**config.mk**
```make
export PLATFORM = sky130hd
export DESIGN_NAME = autopoll_sched
export DESIGN_NICKNAME = d
export VERILOG_FILES = /design/src/rtl/autopoll_pkg.sv /design/src/rtl/autopoll_ctrl.sv /design/src/rtl/autopoll_dp.sv /design/src/rtl/autopoll_sched.sv
export SDC_FILE = /design/constraint.sdc
export NUM_CORES = 1
export LEC_CHECK = 0
export ABC_AREA = 1
export BUFFER_PORTS_ARGS = -buffer_cell sky130_fd_sc_hd__clkbuf_2
export CORE_MARGIN = 3
export CORE_UTILIZATION = 45
export DETAILED_ROUTE_END_ITERATION = 6
export PLACE_DENSITY = 0.7
export SYNTH_ARGS = -nofsm -noshare
export SYNTH_HDL_FRONTEND = slang
export SYNTH_SLANG_ARGS = --single-unit
```
**constraint.sdc**
```tcl
create_clock -name clk -period 4.9 [get_ports clk]
set_clock_uncertainty 0.05 [all_clocks]
set_input_delay 0.98 -clock clk [delete_from_list [all_inputs] [get_ports clk]]
set_output_delay 0.98 -clock clk [all_outputs]
set_load 0.01 [all_outputs]
```
**src/rtl/autopoll_pkg.sv**
```systemverilog
package autopoll_pkg;

  // Strobes from the control half to the datapath half.
  typedef struct packed {
    logic loadRate;
    logic loadMask;
    logic capture;
    logic advance;
  } dpCtl_t;

  localparam logic [7:0] PKT_TYPE_BYTE = 8'h00;
  localparam logic [7:0] POLLED_MARKER = 8'h40;

endpackage

```
**src/rtl/autopoll_ctrl.sv**
```systemverilog
module autopoll_ctrl
  import autopoll_pkg::*;
#(
  parameter int RATE_W = 8
) (
  input  logic              clk,
  input  logic              rst_n,
  input  logic              cfgEnWr,
  input  logic              cfgEnVal,
  input  logic              cfgRateWr,
  input  logic [RATE_W-1:0] cfgRateVal,
  input  logic              cfgMaskWr,
  input  logic              msTick,
  input  logic              respValid,
  input  logic              respNonEmpty,
  input  logic              pending,
  input  logic              pktReady,
  input  logic [RATE_W-1:0] rateQ,
  output dpCtl_t            ctl,
  output logic              pollReq
);

  logic              enQ;
  logic [RATE_W-1:0] cntQ;
  logic              enRise, enFall, rateRestart, restart, expire;
  logic [RATE_W-1:0] cntNext;

  assign enRise      = cfgEnWr & cfgEnVal & ~enQ;
  assign enFall      = cfgEnWr & ~cfgEnVal & enQ;
  assign rateRestart = cfgRateWr & (cfgRateVal != '0) & enQ;
  assign restart     = enRise | enFall | rateRestart;
  assign cntNext     = cntQ + RATE_W'(1);
  assign expire      = enQ & msTick & ~restart & (cntNext == rateQ);

  always_comb begin
    ctl          = '0;
    ctl.loadRate = cfgRateWr & (cfgRateVal != '0);
    ctl.loadMask = cfgMaskWr;
    ctl.capture  = respValid & respNonEmpty & ~pending;
    ctl.advance  = pending & pktReady;
  end

  always_ff @(posedge clk) begin
    if (!rst_n) begin
      enQ     <= 1'b0;
      cntQ    <= '0;
      pollReq <= 1'b0;
    end else begin
      pollReq <= expire;
      if (enRise) enQ <= 1'b1;
      else if (enFall) enQ <= 1'b0;
      if (restart) cntQ <= '0;
      else if (enQ && msTick) cntQ <= expire ? '0 : cntNext;
    end
  end

  // the count never reaches the period while running
  p_cnt_range_r3: assert property (@(posedge clk) disable iff (!rst_n)
    enQ |-> (cntQ < rateQ));

  // nothing is issued once autopoll is off
  p_off_quiet_r4: assert property (@(posedge clk) disable iff (!rst_n)
    !enQ |=> !pollReq);

  // a poll strobe always follows a cycle with autopoll on
  p_poll_needs_en_r4: assert property (@(posedge clk) disable iff (!rst_n)
    pollReq |-> $past(enQ));

endmodule

```
**src/rtl/autopoll_dp.sv**
```systemverilog
module autopoll_dp
  import autopoll_pkg::*;
#(
  parameter  int MAX_BYTES  = 8,
  parameter  int RATE_W     = 8,
  parameter  int MASK_W     = 16,
  parameter  int RATE_RESET = 20,
  localparam int LEN_W      = $clog2(MAX_BYTES + 1),
  localparam int IDX_W      = $clog2(MAX_BYTES + 2),
  localparam int BUF_W      = MAX_BYTES * 8
) (
  input  logic              clk,
  input  logic              rst_n,
  input  dpCtl_t            ctl,
  input  logic [RATE_W-1:0] cfgRateVal,
  input  logic [MASK_W-1:0] cfgMaskVal,
  input  logic              respValid,
  input  logic [LEN_W-1:0]  respLen,
  input  logic [BUF_W-1:0]  respData,
  output logic [RATE_W-1:0] rateQ,
  output logic [MASK_W-1:0] maskQ,
  output logic              pendQ,
  output logic [7:0]        pktData,
  output logic              pktLast
);

  logic [IDX_W-1:0] idxQ, lenQ, dataIdx, lastIdx;
  logic [BUF_W-1:0] bufQ, shifted;

  assign dataIdx = idxQ - IDX_W'(2);
  assign lastIdx = lenQ + IDX_W'(1);
  assign shifted = bufQ >> {dataIdx, 3'b000};
  assign pktLast = pendQ & (idxQ == lastIdx);

  always_comb begin
    if (idxQ == IDX_W'(0))      pktData = PKT_TYPE_BYTE;
    else if (idxQ == IDX_W'(1)) pktData = POLLED_MARKER;
    else                        pktData = shifted[7:0];
  end

  always_ff @(posedge clk) begin
    if (!rst_n) begin
      rateQ <= RATE_W'(RATE_RESET);
      maskQ <= '1;
      pendQ <= 1'b0;
      idxQ  <= '0;
      lenQ  <= '0;
      bufQ  <= '0;
    end else begin
      if (ctl.loadRate) rateQ <= cfgRateVal;
      if (ctl.loadMask) maskQ <= cfgMaskVal;
      if (ctl.capture) begin
        pendQ <= 1'b1;
        idxQ  <= '0;
        lenQ  <= IDX_W'(respLen);
        bufQ  <= respData;
      end else if (ctl.advance) begin
        if (pktLast) pendQ <= 1'b0;
        else         idxQ  <= idxQ + IDX_W'(1);
      end
    end
  end

  // a zero period is never held
  p_rate_nonzero_r7: assert property (@(posedge clk) disable iff (!rst_n)
    rateQ != '0);

  // results fit the buffer
  p_len_fits_r9: assert property (@(posedge clk) disable iff (!rst_n)
    respValid |-> (respLen <= LEN_W'(MAX_BYTES)));

  // every packet opens with the type byte
  p_header_first_r9: assert property (@(posedge clk) disable iff (!rst_n)
    $rose(pendQ) |-> (pktData == PKT_TYPE_BYTE));

  // a stalled byte holds
  p_hold_r11: assert property (@(posedge clk) disable iff (!rst_n)
    (pendQ && !ctl.advance) |=> (pendQ && $stable(pktData)));

  // the last accepted byte ends the packet; nothing is captured over it
  p_last_ends_r12: assert property (@(posedge clk) disable iff (!rst_n)
    (pktLast && ctl.advance) |=> !pendQ);

endmodule

```
**src/rtl/autopoll_sched.sv**
```systemverilog
module autopoll_sched
  import autopoll_pkg::*;
#(
  parameter  int MAX_BYTES  = 8,
  parameter  int RATE_W     = 8,
  parameter  int MASK_W     = 16,
  parameter  int RATE_RESET = 20,
  localparam int LEN_W      = $clog2(MAX_BYTES + 1)
) (
  input  logic                   clk,
  input  logic                   rst_n,
  input  logic                   cfgEnWr,
  input  logic                   cfgEnVal,
  input  logic                   cfgRateWr,
  input  logic [RATE_W-1:0]      cfgRateVal,
  input  logic                   cfgMaskWr,
  input  logic [MASK_W-1:0]      cfgMaskVal,
  input  logic                   msTick,
  output logic                   pollReq,
  output logic [MASK_W-1:0]      pollMask,
  input  logic                   respValid,
  input  logic [LEN_W-1:0]       respLen,
  input  logic [MAX_BYTES*8-1:0] respData,
  output logic                   pktValid,
  output logic [7:0]             pktData,
  output logic                   pktLast,
  input  logic                   pktReady
);

  dpCtl_t            ctl;
  logic [RATE_W-1:0] rateQ;
  logic              pendQ;

  autopoll_ctrl #(.RATE_W(RATE_W)) u_ctrl (
    .clk(clk), .rst_n(rst_n),
    .cfgEnWr(cfgEnWr), .cfgEnVal(cfgEnVal),
    .cfgRateWr(cfgRateWr), .cfgRateVal(cfgRateVal),
    .cfgMaskWr(cfgMaskWr), .msTick(msTick),
    .respValid(respValid), .respNonEmpty(respLen != '0),
    .pending(pendQ), .pktReady(pktReady), .rateQ(rateQ),
    .ctl(ctl), .pollReq(pollReq)
  );

  autopoll_dp #(
    .MAX_BYTES(MAX_BYTES), .RATE_W(RATE_W),
    .MASK_W(MASK_W), .RATE_RESET(RATE_RESET)
  ) u_dp (
    .clk(clk), .rst_n(rst_n), .ctl(ctl),
    .cfgRateVal(cfgRateVal), .cfgMaskVal(cfgMaskVal),
    .respValid(respValid), .respLen(respLen), .respData(respData),
    .rateQ(rateQ), .maskQ(pollMask), .pendQ(pendQ),
    .pktData(pktData), .pktLast(pktLast)
  );

  assign pktValid = pendQ;

endmodule

```
==> impl_metrics.json, run 1 <==
{
  "crit_chain": "clkinv_1 -> ha_1 -> inv_1 -> nand3_1 -> nand3_1 -> a21boi_0 -> clkbuf_2",
  "clock-sinks": 107,
  "min_to": "u_dp.bufQ[48]",
  "post-cts-setup-buffers": 0,
  "yosysUniqueCellTypes": 31,
  "grt_max_degree": 76,
  "worst_setup_path_start_kind": "register",
  "synth_ff_type": "dfxtp_1",
  "vdd_drop_max_mv": 0.1661,
  "antenna_found_initial": 0,
  "ys_ff_latch": 107,
  "grt_pass1_vias": 4343,
  "fillerInstances": 1038,
  "clock_latency_ns": 0.37,
  "grtUsageTotal_pct": 19.99,
  "fin_cells": 941,
  "regArea_um2": 2142,
  "setup_ws_ns": 1.159,
  "rows": 37,
  "area_delta_synth_final_pct": 17.23,
  "grt_pass1_wl_um": 20510,
  "fin_nets": 908,
  "status": "finished, final reports clean",
  "initialDrtViolationCount": 325,
  "cts_max_path_buffers": 2,
  "ctsRootBufferMaster": "clkbuf_8",
  "crit_path_end_kind": "primary output",
  "cts.clk_slew.worst_paths_ns": 0.09,
  "dpl.cell_count": 925,
  "vias_per_cell": 5.058,
  "syn_avg_cell_area_um2": 7.076,
  "tightest_slew_ns": 0.7728,
  "dp_hpwl_um": 9282,
  "holdCritStartpoint": "u_dp.bufQ[48]",
  "power.density_nw_per_um2": 297.0,
  "cts_buffers": 9,
  "arrival_ns": 2.71,
  "die_x_um": 110.9,
  "ant_nets": 0,
  "die_area_um2": 12300,
  "coreArea_um2": 10510,
  "fmax_mhz": 267.3,
  "yosysTopAreaCell": "dfxtp_1",
  "num_vias": 4760,
  "drc": 0,
  "maxSlewHeadroom_pct": 48.41,
  "timing.final.crit_share_pct": 76.36,
  "r2r_slack_ns": 2.84,
  "critPathKind": "reg2out",
  "htreeDepth": 3,
  "reg2reg_depth": 5,
  "final_max_slew_viol_count": 0,
  "syn-num-nets": 808,
  "yosys.area.top_type_share_pct": 43.24,
  "dr.pass1.iters": 4,
  "yosysWarnings": 0,
  "layout_common_cells": "clkbuf_2, a21oi_1, o21ai_0",
  "power.leakage_nw": 2.505,
  "synth_area_leaders": "dfxtp_1, a21oi_1, o21ai_0, inv_1, nand2_1",
  "drive_above_1_share_pct": 19.75,
  "max_cap_violations": 0,
  "start_util_pct": 47.14,
  "cp_common_cell": "nand3_1",
  "cts_resized": 0,
  "period_minus_slack_ns": 3.741,
  "r2r-end": "u_dp.bufQ[54]",
  "die_y_um": 110.9,
  "holdBufCountCts": 0,
  "boundaryPins": 128,
  "portBuffers": 127,
  "slowest_stage": "dfxtp_1",
  "hold_violations": 0,
  "critPathMaxFanout": 20,
  "place_congestion": 0.9235,
  "cts_tree": "built",
  "finalSetupViolations": 0,
  "critPathMaxStageDelay_ns": 0.83,
  "syn_inst": 700,
  "overflow": 0,
  "required_ns": 3.87,
  "post-place-ws_ns": 1.564,
  "hp-class": "reg2reg",
  "worst_hold_path.num_cells": 2,
  "finalWirelength_um": 12400,
  "synth-edff-count": 0,
  "synth_seq_area_share_pct": 43.24,
  "rr_startpoint": "u_dp.pendQ",
  "netlist_area_um2": 4954,
  "wl_per_cell_um": 13.18,
  "final_common_cell": "clkbuf_2",
  "setup-tns-final_ns": 0,
  "multi_input_area_um2": 2262,
  "diodes": 0,
  "synth-async-reset-ratio_pct": 0,
  "rsz0062_at_grt": "no"
}
-- sequential cells by signal (all words and copies together), names as in the netlist --
name / count
u_dp.bufQ: 64
u_dp.maskQ: 16
u_ctrl.cntQ: 8
u_dp.rateQ: 8
u_dp.idxQ: 4
u_dp.lenQ: 4
u_ctrl.enQ: 1
u_ctrl.pollReq: 1
u_dp.pendQ: 1
-- stage by stage --
step / utilization, % / cell area [um^2] / hold slack [ns] / power (W)
detailed placement: 53.61 / 5634 / 0.3853 / 0.001247
CTS: 55.26 / 5807 / 0.4001 / 0.001741
finish: 55.26 / 5807 / 0.3987 / 0.001725
global route: 55.26 / 5807 / 0.4210 / 0.001823
global placement: 53.61 / 5634 / 0.3829 / 0.001239
floorplan: - / 4954 / 0.3705 / 0.001149
-- Yosys cell counts (2+ instances only) --
cell and instances:
xor2_1 2, nor3_1 2, nand2_2 2, nand2_1 98
nand4_1 3, inv_2 2, xnor2_1 4, nor2_1 19
nor2_4 3, ha_1 7, o21ai_0 112, nand3_2 3
a21oi_1 121, nand3_1 53, buf_2 5, inv_1 102
a31oi_1 7, dfxtp_1 107, clkbuf_1 36
-- critical path: cells and delay by family (launching register included) --
family	cells	cell delay, ns
adder cells (fa/ha/maj)	1	0.49
AO/OA/AOI/OAI	1	0.24
buffers and inverters	3	0.60
flip-flops	1	0.83
AND/OR/NAND/NOR	2	0.19
-- metal layers --
metal | part of all wire [%] | global-route usage [%]
met2 | 45 | 30.54
met1 | 48 | 28.39
met4 | 1.5 | 6.650
met3 | 5.7 | 3.766
met5 | 0 | 0
-- logic make-up after synthesis --
logic type | synth area share (%)
fa+ha+maj | 1.768
simple gates | 17.71
flops | 43.24
buf+inv | 11.34
xor+xnor | 1.061
compound gates | 24.88
-- worst max-delay path by stage --
stage	to	depth (start not counted)	from	slack, ns
floorplan	pktData[6]	9	u_dp.idxQ[1]	1.87
global placement	pktData[6]	7	u_dp.idxQ[1]	1.65
detailed placement	pktData[6]	7	u_dp.idxQ[1]	1.56
CTS	pktData[6]	7	u_dp.idxQ[1]	1.15
global route	pktData[6]	7	u_dp.idxQ[1]	0.92
finish	pktData[6]	7	u_dp.idxQ[1]	1.16
-- report_power, final --
part | total (W) | switching [W] | leakage [nW] | internal, W
Combinational | 0.000260 | 0.000159 | 1.53 | 0.000101
Clock | 0.000498 | 0.000286 | 0.0905 | 0.000212
Sequential | 0.000967 | 0.0000333 | 0.885 | 0.000934
Total | 0.00172 | 0.000478 | 2.50 | 0.00125
-- layout make-up --
cell class,instances,area share (%)
clock inverter,2,0.1724
multi-input combinational,446,38.96
sequential,107,36.89
inverter,105,6.787
timing repair buffer,131,11.46
tap,136,2.930
clock buffer,14,2.801
(Power assumes the default switching activity.)
==> inputs of run 2 (changes only) <==
--- a/config.mk
+++ b/config.mk
@@ -10,7 +10,7 @@
 export CORE_MARGIN = 3
 export CORE_UTILIZATION = 45
 export DETAILED_ROUTE_END_ITERATION = 6
-export PLACE_DENSITY = 0.7
+export PLACE_DENSITY = 0.72
 export SYNTH_ARGS = -nofsm -noshare
 export SYNTH_HDL_FRONTEND = slang
 export SYNTH_SLANG_ARGS = --single-unit
==> constraint.sdc (replaced) <==
create_clock -name clk -period 3.05 [get_ports clk]
set_clock_uncertainty 0.05 [all_clocks]
set_input_delay 0.61 -clock clk [delete_from_list [all_inputs] [get_ports clk]]
set_output_delay 0.61 -clock clk [all_outputs]
set_load 0.01 [all_outputs]
==> run 2 against run 1 <==
Core utilization rose by 0.44 points. Sequential power grew 60%. Combinational power increased by 65%. Cell area rose by 0.80%. Sequential share of layout area fell by 0.29 points. Via count increased by 1.1%. Register-to-register slack got worse by 1.6 ns. First-iteration DRC count fell by 13%. Flip-flop and latch count unchanged.
==> impl_metrics.json, run 2 (synthesis results as in run 1) <==
{
  "cts_buffers": 9,
  "portBuffers": 127,
  "wl_per_cell_um": 12.96,
  "ctsRootBufferMaster": "clkbuf_8",
  "cts_resized": 0,
  "largest_register": "u_dp.bufQ",
  "coreArea_um2": 10510,
  "fin_area_um2": 5853,
  "dr.pass1.iters": 5,
  "grtUsageTotal_pct": 19.63,
  "dpl.cell_count": 929,
  "holdBufCountCts": 0,
  "grt_pass1_wl_um": 20160,
  "fin_util_pct": 55.70,
  "reg_top3": "u_dp.bufQ: 64 flops, u_dp.maskQ: 16 flops",
  "htreeDepth": 3,
  "maxSlewHeadroom_pct": 60.31,
  "largest_reg_flops": 64,
  "initialDrtViolationCount": 283,
  "setup-tns-final_ns": 0,
  "grt_pass1_vias": 4389,
  "post-cts-setup-buffers": 0,
  "worst_setup_path_start_kind": "register",
  "vias_per_cell": 5.096,
  "max_cap_violations": 0,
  "start_util_pct": 47.14,
  "grt_max_degree": 54,
  "drive_above_1_share_pct": 19.93,
  "cts_tree": "built",
  "num_vias": 4811,
  "final_common_cell": "clkbuf_2",
  "antenna_found_initial": 0,
  "power.leakage_nw": 2.522,
  "area_delta_synth_final_pct": 18.16,
  "boundaryPins": 128,
  "hold_violations": 0,
  "critPathKind": "reg2out",
  "rsz0062_at_grt": "no",
  "status": "finished, final reports clean",
  "power.density_nw_per_um2": 478.9,
  "die_y_um": 110.9,
  "final_max_slew_viol_count": 0,
  "rows": 37,
  "finalWirelength_um": 12240,
  "cts_max_path_buffers": 2,
  "arrival_ns": 2.11,
  "hp-class": "reg2reg",
  "crit_path_end_kind": "primary output",
  "ant_nets": 0,
  "diodes": 0,
  "clock-sinks": 107,
  "period_minus_slack_ns": 2.775,
  "power_w": 0.002803,
  "cts.clk_slew.worst_paths_ns": 0.09,
  "place_congestion": 0.8683,
  "placed_area_um2": 5677,
  "overflow": 0,
  "fin_cells": 944,
  "vdd_drop_max_mv": 0.2397,
  "fin_nets": 912,
  "die_area_um2": 12300,
  "dp_hpwl_um": 9441,
  "fillerInstances": 1012,
  "timing.final.crit_share_pct": 90.98,
  "critPathMaxFanout": 9,
  "tightest_slew_ns": 0.5954,
  "regArea_um2": 2142,
  "fmax_mhz": 360.4,
  "die_x_um": 110.9,
  "multi_input_area_um2": 2262,
  "clock_latency_ns": 0.36,
  "required_ns": 2.39,
  "finalSetupViolations": 0,
  "layout_common_cells": "clkbuf_2, a21oi_1, o21ai_0",
  "drc": 0
}
run 2: cell types whose count changed in the layout (fill, tap and decap cells not counted):
| cell | previous run | this run |
|---|---|---|
| buf_12 | 0 | 1 |
| buf_4 | 4 | 7 |
| bufinv_16 | 0 | 1 |
| clkbuf_1 | 3 | 4 |
| clkbuf_8 | 11 | 9 |
| clkinv_2 | 2 | 0 |
| clkinvlp_4 | 0 | 1 |
run 2: worst paths after layout:
check / cells after the start / slack, ns / start / endpoint
setup / recovery: 7 / 0.28 / u_dp.idxQ[2] / pktData[6]
hold / removal: 2 / 0.40 / u_dp.bufQ[40] / u_dp.bufQ[40]
setup reg to reg: 9 / 1.20 / u_ctrl.enQ / u_ctrl.cntQ[1]
hold reg to reg: 2 / 0.40 / u_dp.bufQ[40] / u_dp.bufQ[40]
run 2: worst max-delay path, cell delays in order, from the launching register on:
cell	delay [ns]
dfxtp_1	0.37
inv_1	0.12
ha_1	0.45
inv_1	0.20
nand3_1	0.14
nand3_1	0.07
a21boi_0	0.22
clkbuf_2	0.18
run 2: layout make-up:
| class | instances | share of cell area, % |
|---|---|---|
| inverter | 105 | 6.734 |
| clock buffer | 13 | 2.373 |
| timing repair buffer | 135 | 12.10 |
| clock inverter | 2 | 0.6413 |
| tap | 136 | 2.907 |
| multi-input combinational | 446 | 38.65 |
| sequential | 107 | 36.60 |
run 2: stage by stage:
| step | worst slack, ns | hold WS (ns) |
|---|---|---|
| after floorplan | 0.3925 | 0.3705 |
| after CTS | 0.2483 | 0.3808 |
| after global placement | 0.7375 | 0.3811 |
| after global routing | 0.1189 | 0.3971 |
| final | 0.2750 | 0.3989 |
| after detailed placement | 0.6536 | 0.3853 |
run 2: routing by layer:
metal	up-vias	part of all wire (%)	wire (um)	GRT usage, %
met5	-	0	0	0
met4	0	1.6	197	6.732
met3	14	5.9	728	3.439
met2	143	47	5717	32.20
met1	2144	46	5593	26.07
li1	2510	-	-	-
run 2: power by group:
group	leakage, nW	internal, W	switching, W
Clock	0.0837	0.000378	0.000450
Sequential	0.885	0.00150	0.0000472
Combinational	1.55	0.000169	0.000260
Total	2.52	0.00205	0.000757
==> inputs of run 3 (changes only) <==
--- a/config.mk
+++ b/config.mk
@@ -10,7 +10,8 @@
 export CORE_MARGIN = 3
 export CORE_UTILIZATION = 45
 export DETAILED_ROUTE_END_ITERATION = 6
-export PLACE_DENSITY = 0.72
+export PLACE_DENSITY = 0.7
+export RECOVER_POWER = 100
 export SYNTH_ARGS = -nofsm -noshare
 export SYNTH_HDL_FRONTEND = slang
 export SYNTH_SLANG_ARGS = --single-unit
==> constraint.sdc (replaced) <==
create_clock -name clk -period 2.8 [get_ports clk]
set_clock_uncertainty 0.05 [all_clocks]
set_input_delay 0.56 -clock clk [delete_from_list [all_inputs] [get_ports clk]]
set_output_delay 0.56 -clock clk [all_outputs]
set_load 0.01 [all_outputs]
==> run 3 against run 2 <==
Die area unchanged. Clock power increased by 4.6%. Combinational power is 6.3% higher. First-iteration DRC count is 2.1% lower. Largest cell class unchanged. Global-route usage rose by 0.064 points. Via count is essentially flat. Core utilization is 0.82 points lower. Highest routed layer unchanged. Sequential share of layout area increased by 0.55 points.
==> impl_metrics.json, run 3 (synthesis results as in run 1) <==
{
  "cts_tree": "built",
  "critPathMaxStageDelay_ns": 0.43,
  "start_util_pct": 47.14,
  "grtUsageTotal_pct": 19.69,
  "holdBufCountCts": 0,
  "drive_above_1_share_pct": 16.28,
  "max_cap_violations": 0,
  "period_minus_slack_ns": 2.619,
  "grt_pass1_vias": 4462,
  "power.leakage_nw": 2.443,
  "path_delay_family": "buffers and inverters",
  "vdd_drop_max_mv": 0.2226,
  "min_to": "u_dp.maskQ[12]",
  "rsz0062_at_grt": "no",
  "fin_area_um2": 5767,
  "regArea_um2": 2142,
  "r2r_slack_ns": 0.35,
  "ctsRootBufferMaster": "clkbuf_8",
  "htreeDepth": 3,
  "largest_reg_flops": 64,
  "grt_max_degree": 51,
  "dpl.cell_count": 931,
  "maxSlewHeadroom_pct": 12.73,
  "fin_nets": 914,
  "initialDrtViolationCount": 277,
  "cts.clk_slew.worst_paths_ns": 0.09,
  "rr_startpoint": "u_dp.pendQ",
  "clock_latency_ns": 0.36,
  "grt_pass1_wl_um": 20430,
  "critPathKind": "reg2out",
  "power.density_nw_per_um2": 521.6,
  "status": "finished, final reports clean",
  "finalSetupViolations": 0,
  "final_common_cell": "a21oi_1",
  "critPathLaunch": "u_dp.idxQ[2]",
  "antenna_found_initial": 0,
  "final_max_slew_viol_count": 0,
  "finalWirelength_um": 12410,
  "slowest_stage": "ha_2",
  "layout_common_cells": "a21oi_1, o21ai_0, dfxtp_1",
  "setup-tns-final_ns": 0,
  "post-place-ws_ns": 0.4801,
  "diodes": 0,
  "path_buf_inv": 3,
  "portBuffers": 127,
  "fmax_mhz": 381.8,
  "post-cts-setup-buffers": 0,
  "ant_nets": 0,
  "arrival_ns": 2.01,
  "dr.pass1.iters": 5,
  "crit_path_end_kind": "primary output",
  "boundaryPins": 128,
  "required_ns": 2.19,
  "dp_hpwl_um": 9452,
  "fillerInstances": 1036,
  "multi_input_area_um2": 2222,
  "fin_cells": 947,
  "cts_buffers": 9,
  "r2r-end": "u_dp.bufQ[18]",
  "die_area_um2": 12300,
  "rows": 37,
  "cts_max_path_buffers": 2,
  "largest_register": "u_dp.bufQ",
  "place_congestion": 0.8578,
  "setup_ws_ns": 0.1808,
  "timing.final.crit_share_pct": 93.54,
  "drc": 0,
  "overflow": 0,
  "placed_area_um2": 5679,
  "area_delta_synth_final_pct": 16.42,
  "hp-class": "in2reg",
  "clock-sinks": 107,
  "worst_setup_path_start_kind": "register",
  "reg2reg_depth": 5,
  "power_w": 0.003008,
  "tightest_slew_ns": 1.309,
  "vias_per_cell": 5.084,
  "hold_violations": 0,
  "wl_per_cell_um": 13.10,
  "die_y_um": 110.9,
  "crit_chain": "inv_1 -> ha_2 -> inv_1 -> nand3_1 -> nand3_1 -> a21boi_0 -> clkbuf_2",
  "die_x_um": 110.9,
  "critPathMaxFanout": 9,
  "coreArea_um2": 10510,
  "worst_hold_path.num_cells": 3,
  "num_vias": 4815,
  "reg_top3": "u_dp.bufQ: 64 flops, u_dp.maskQ: 16 flops",
  "holdCritStartpoint": "cfgMaskVal[12]"
}
[run 3: changes by cell type in the layout (fill, tap and decap cells not counted), moves of 2 or more]
cell      change
clkinv_2      +2
nor2_1        +2
buf_4         -2
nand3_4       -2
clkbuf_1     +27
clkbuf_8      +2
nand3_1       +2
clkbuf_2     -23
[run 3: power breakdown]
| part | leakage, nW | internal, W | total [W] | switching, W |
|---|---|---|---|---|
| Sequential | 0.885 | 0.00163 | 0.00169 | 0.0000529 |
| Combinational | 1.47 | 0.000175 | 0.000456 | 0.000281 |
| Clock | 0.0905 | 0.000372 | 0.000865 | 0.000493 |
| Total | 2.44 | 0.00218 | 0.00301 | 0.000827 |
[run 3: metrics by stage]
step / hold slack, ns / utilization [%]
floorplan: 0.3705 / -
global placement: 0.3805 / 54.04
detailed placement: 0.3835 / 54.04
CTS: 0.3419 / 55.69
global route: 0.3580 / 54.88
finish: 0.3525 / 54.88
[run 3: layout make-up]
type	instances	area share (%)
clock inverters	2	0.1736
flip-flops and latches	107	37.14
well taps	136	2.951
repair buffers	137	11.50
multi-input cells	446	38.53
clock buffers	14	2.821
inverters	105	6.878
[run 3: worst reg2reg max path: stages, from the launching register on]
cell and delay, ns:
dfxtp_1 0.40, inv_1 0.10, nand3_2 0.28, clkbuf_1 1.00, clkbuf_2 0.41, a21oi_1 0.11
[run 3: worst max path at each step]
stage	end	slack (ns)	cells after the start
after floorplan	pktData[6]	0.19	9
after global placement	pktData[6]	0.56	7
after detailed placement	pktData[6]	0.48	7
after CTS	pktData[6]	0.06	7
after global routing	pktData[3]	0.02	9
final	pktData[6]	0.18	7
[run 3: repair_timing]
action / CTS / global route
resized for setup: 0 / 3
endpoints found under the hold margin: 0 / 0
endpoints found under the setup margin: 0 / 3
[run 3: metal layers]
layer	up-vias	wire (um)	part of all wire, %	track usage [%]
li1	2507	-	-	-
met1	2164	5851	47	26.99
met2	136	5637	45	31.47
met3	8	805	6.5	4.585
met4	0	112	0.90	4.762
met5	-	0	0	0
